--- src/rtl/ctr_pkg.sv ---
package ctr_pkg;

  typedef enum logic [1:0] {
    OP_HOLD  = 2'd0,
    OP_COUNT = 2'd1,
    OP_LOAD  = 2'd2,
    OP_CLEAR = 2'd3
  } op_e;

  // Priority: clear, load, count, hold
  function automatic op_e pick_op(input logic clr_n, input logic ld_n,
                                  input logic en_p, input logic en_t);
    op_e r;
    if (!clr_n)            r = OP_CLEAR;
    else if (!ld_n)        r = OP_LOAD;
    else if (en_p && en_t) r = OP_COUNT;
    else                   r = OP_HOLD;
    return r;
  endfunction

endpackage

--- src/rtl/ctr_rst_sync.sv ---
module ctr_rst_sync #(
  parameter int DEPTH = 2
) (
  input  logic clk,
  input  logic arst_n,
  output logic rst_q_n
);
  logic [DEPTH-1:0] pipe_q;
  logic [DEPTH-1:0] pipe_d;

  always_comb begin
    pipe_d = {pipe_q[DEPTH-2:0], 1'b1};
  end

  always_ff @(posedge clk or negedge arst_n) begin
    if (!arst_n) pipe_q <= '0;
    else         pipe_q <= pipe_d;
  end

  assign rst_q_n = pipe_q[DEPTH-1];
endmodule

--- src/rtl/ctr_slice.sv ---
module ctr_slice
  import ctr_pkg::*;
#(
  parameter int SLICE_W = 4
) (
  input  logic               clk,
  input  logic               rst_q_n,
  input  logic               clr_n,
  input  logic               ld_n,
  input  logic               en_p,
  input  logic               en_t,
  input  logic [SLICE_W-1:0] d,
  output logic [SLICE_W-1:0] q,
  output logic               rco
);
  localparam logic [SLICE_W-1:0] ONE = SLICE_W'(1);

  op_e                op;
  logic [SLICE_W-1:0] cnt_q;
  logic [SLICE_W-1:0] cnt_d;
  logic               cnt_en;

  always_comb begin
    op = pick_op(clr_n, ld_n, en_p, en_t);
  end

  // Next-state process
  always_comb begin
    cnt_en = 1'b1;
    cnt_d  = cnt_q;
    unique case (op)
      OP_CLEAR: cnt_d = '0;
      OP_LOAD:  cnt_d = d;
      OP_COUNT: cnt_d = cnt_q + ONE;
      default:  cnt_en = 1'b0;
    endcase
  end

  // Register process with explicit clock enable
  always_ff @(posedge clk or negedge rst_q_n) begin
    if (!rst_q_n)    cnt_q <= '0;
    else if (cnt_en) cnt_q <= cnt_d;
  end

  assign q   = cnt_q;
  assign rco = en_t & (&cnt_q);
endmodule

--- src/rtl/casc_counter.sv ---
module casc_counter #(
  parameter int STAGES  = 3,
  parameter int SLICE_W = 4,
  parameter int SYNC_DEPTH = 2,
  localparam int W = STAGES * SLICE_W
) (
  input  logic         clk,
  input  logic         rst_n,
  input  logic         clr_n,
  input  logic         ld_n,
  input  logic         en_par,
  input  logic         en_carry,
  input  logic [W-1:0] din,
  output logic [W-1:0] q,
  output logic         tc
);
  logic              rst_q_n;
  logic [STAGES:0]   carry_chain;

  ctr_rst_sync #(.DEPTH(SYNC_DEPTH)) u_rst_sync (
    .clk     (clk),
    .arst_n  (rst_n),
    .rst_q_n (rst_q_n)
  );

  assign carry_chain[0] = en_carry;

  for (genvar k = 0; k < STAGES; k++) begin : g_slice
    ctr_slice #(.SLICE_W(SLICE_W)) u_slice (
      .clk     (clk),
      .rst_q_n (rst_q_n),
      .clr_n   (clr_n),
      .ld_n    (ld_n),
      .en_p    (en_par),
      .en_t    (carry_chain[k]),
      .d       (din[k*SLICE_W +: SLICE_W]),
      .q       (q[k*SLICE_W +: SLICE_W]),
      .rco     (carry_chain[k+1])
    );
  end

  assign tc = carry_chain[STAGES];
endmodule

--- config.mk ---
export PLATFORM = sky130hd
export DESIGN_NAME = casc_counter
export DESIGN_NICKNAME = d
export VERILOG_FILES = /design/src/rtl/ctr_pkg.sv /design/src/rtl/ctr_rst_sync.sv /design/src/rtl/ctr_slice.sv /design/src/rtl/casc_counter.sv
export SDC_FILE = /design/constraint.sdc
export NUM_CORES = 1
export LEC_CHECK = 0
export ABC_CLOCK_PERIOD_IN_PS = 2830
export CAP_MARGIN = 10
export CORE_UTILIZATION = 28
export CTS_CLUSTER_SIZE = 16
export DETAILED_ROUTE_END_ITERATION = 7
export PLACE_DENSITY = 0.64
export REMOVE_ABC_BUFFERS = 1
export SLEW_MARGIN = 20
export SYNTH_ARGS = -nofsm -noshare
export SYNTH_HDL_FRONTEND = slang
export SYNTH_HIERARCHICAL = 1
export SYNTH_SLANG_ARGS = --single-unit
--- constraint.sdc ---
create_clock -name clk -period 2.83 [get_ports clk]
set_input_delay 0.283 -clock clk [delete_from_list [all_inputs] [get_ports clk]]
set_output_delay 0.283 -clock clk [all_outputs]
set_load 0.02 [all_outputs]
==> flow_summary.json <==
{
  "synth.yosys.warnings": 6,
  "synth_top_family_by_area": "simple AND/OR/NAND/NOR gates",
  "postCtsSetupRepairBufs": 0,
  "endpoint_kind": "primary output",
  "cts_buffers": 3,
  "root_buffer": "clkbuf_4",
  "netlist_instances": 75,
  "synth_seq_area_share_pct": 48.0,
  "fp.dieH_um": 53.0,
  "tns_ns": 0,
  "arrival_ns": 2.23,
  "synthXorXnorAreaFrac_pct": 7.20,
  "critPathMostFrequentCell": "and4_2",
  "fin_skew_ns": 0.000867,
  "grt_overflow": 0,
  "grt_pass1_vias": 627,
  "synth_mux_area_share_pct": 0,
  "remaining_drc_errors": 0,
  "rsz0062_at_grt": "no",
  "post-route-min-period_ns": 2.52,
  "syn_avg_cell_area_sq_um": 9.73,
  "finalInstanceArea_sq_um": 1100,
  "slew_violations": 0,
  "finalPower_w": 0.000468,
  "crit_path_start_kind": "flip-flop",
  "crit_slowest_cell": "clkdlybuf4s50_1",
  "grt_max_degree": 25,
  "maxCapViolCount": 0,
  "outcome": "finished clean",
  "fmax_ghz": 0.398,
  "port_buffers": 30,
  "fin_nets": 131,
  "synth_seq_cells": 14,
  "grt_antenna_before_repair": 0,
  "synth_compound_area_share_pct": 17.5,
  "drive_above_1_share_pct": 9.17,
  "synth_area_sq_um": 729,
  "die_area_sq_um": 2810,
  "core_sq_um": 2480,
  "syn_to_final_growth_pct": 51.3,
  "postCtsResizedCells": 0,
  "fillers": 257,
  "hpwlAfterDp_um": 1260,
  "cts_hold_buf": 0,
  "place_area_sq_um": 1070,
  "hold_path_class": "primary input to async pin",
  "worst_pin_slew_ns": 0.762,
  "setup_viol": 0,
  "start_util_pct": 29.4,
  "cts.clk_slew.worst_paths_ns": 0.08,
  "row_count": 18,
  "vias": 683,
  "clock-sinks": 14,
  "ir_drop_mv": 0.284,
  "first_pass_iters": 4,
  "ant_nets": 0,
  "critical_path_class": "flip-flop to primary output",
  "antenna_cells": 0,
  "place_congestion": 0.749,
  "clk_latency_ns": 0.27,
  "grt_pass1_wl_um": 2720,
  "cts_tree": "yes",
  "die_w_um": 53.0,
  "wire_per_inst_um": 12.0,
  "slew_headroom_pct": 49.0,
  "pre_cts_ws_ns": 0.354,
  "p_leak_nw": 0.442,
  "grtUsageTotal_pct": 13.6,
  "finalCritPeriodShare_pct": 88.9,
  "synth-adder-area-share_pct": 5.15,
  "p_per_area_nw_per_um2": 424,
  "worstPathMaxFanout": 4,
  "fin_ws_ns": 0.314,
  "hold_viol_final": 0,
  "yosysUniqueCellTypes": 16,
  "max_stage_delay_ns": 0.59,
  "vias_per_cell": 4.91,
  "synth_simple_gate_area_share_pct": 20.1,
  "htreeDepth": 1,
  "wl_um": 1660,
  "path_cells": "ha_1 > and4_2 > and4_2 > and4_2 > clkdlybuf4s50_1",
  "dr.first_iter.drc_count": 14,
  "ios": 31,
  "cts_buffer_depth": 2,
  "cp.required_ns": 2.55
}
-- flip-flops by register name, summed over array words and instances, names as in the netlist --
register,flops
g_slice.u_slice/q,12
u_rst_sync/pipe_q,2
-- layout make-up --
type	count	area (sq um)	share of cell area, %
Clock buffer	4	36.3	3.29
Timing Repair Buffer	30	300	27.2
Multi-Input combinational cell	58	368	33.3
Tap cell	30	37.5	3.40
Inverter	3	11.3	1.02
Sequential cell	14	350	31.7
-- Yosys cell counts, drive strengths merged --
cell type,instances,area share [%]
a211oi,3,3.1
a21oi,3,2.1
a311oi,3,3.6
a31oi,3,2.6
and4,3,4.1
conb,1,0.51
dfrtp,14,48
ha,3,5.1
inv,3,1.5
nand2,6,4.1
nand3,9,6.2
nor2,6,3.1
o21ai,9,6.2
or3,3,2.6
xor2,6,7.2
-- kinds of logic after synthesis --
kind of cell | after synthesis
buffers and inverters | 3
AOI/OAI and AO/OA | 21
xor gates and xnor gates | 6
DFF | 14
and+or+nand+nor | 27
other | 1
adders and majority gates | 3
-- report_power, final --
group / internal (W) / switching [W] / leakage, nW
Sequential: 0.000213 / 0.0000167 / 0.179
Combinational: 0.0000531 / 0.0000442 / 0.242
Clock: 0.0000781 / 0.0000626 / 0.0210
Total: 0.000344 / 0.000124 / 0.442
-- worst max-delay path: cells and delay by family (launching register included) --
kind                       cells  cell delay [ns]
and+or+nand+nor                3             0.78
buffers and inverters          1             0.59
DFF                            1             0.41
adders and majority gates      1             0.18
-- per-stage QoR --
step | cells | hold slack [ns] | utilization, %
6_report | 139 | 0.158 | 44.5
5_1_grt | 139 | 0.133 | 44.5
4_1_cts | 139 | 0.149 | 44.5
3_5_place_dp | 135 | 0.225 | 43.1
3_3_place_gp | 135 | 0.218 | 43.1
2_1_floorplan | 75 | -0.0126 | -
-- routing by layer --
metal / vias up / GRT usage (%) / wire [um]
met5: - / 0 / 0
met4: 0 / 5.26 / 0
met3: 0 / 3.74 / 116
met2: 25 / 21.9 / 796
met1: 314 / 17.2 / 751
li1: 344 / - / -
-- cell usage in the layout, fill, tap and decap left out, drive strengths merged --
cell type,count
nand3,9
conb,1
clkbuf,4
or3,3
xor2,6
clkdlybuf4s50,30
nor2,6
inv,3
ha,3
and4,3
a211oi,3
o21ai,9
a31oi,3
a21oi,3
dfrtp,14
a311oi,3
nand2,6
-- worst paths after layout --
kind	end	slack [ns]	cells after the start	startpoint
worst max-delay path	tc	0.31	5	g_slice[0].u_slice/q[0]$_DFFE_PN0P_
worst min-delay path	u_rst_sync/pipe_q[0]$_DFF_PN0_	0.16	1	rst_n
worst max register to register	g_slice[2].u_slice/q[3]$_DFFE_PN0P_	1.00	6	g_slice[0].u_slice/q[0]$_DFFE_PN0P_
worst min register to register	g_slice[1].u_slice/q[0]$_DFFE_PN0P_	0.21	0	u_rst_sync/pipe_q[1]$_DFF_PN0_
max in group asynchronous	g_slice[2].u_slice/q[3]$_DFFE_PN0P_	2.29	0	u_rst_sync/pipe_q[1]$_DFF_PN0_
min in group clk	u_rst_sync/pipe_q[1]$_DFF_PN0_	0.36	0	u_rst_sync/pipe_q[0]$_DFF_PN0_
No activity file was read; power rests on OpenSTA's default activity.
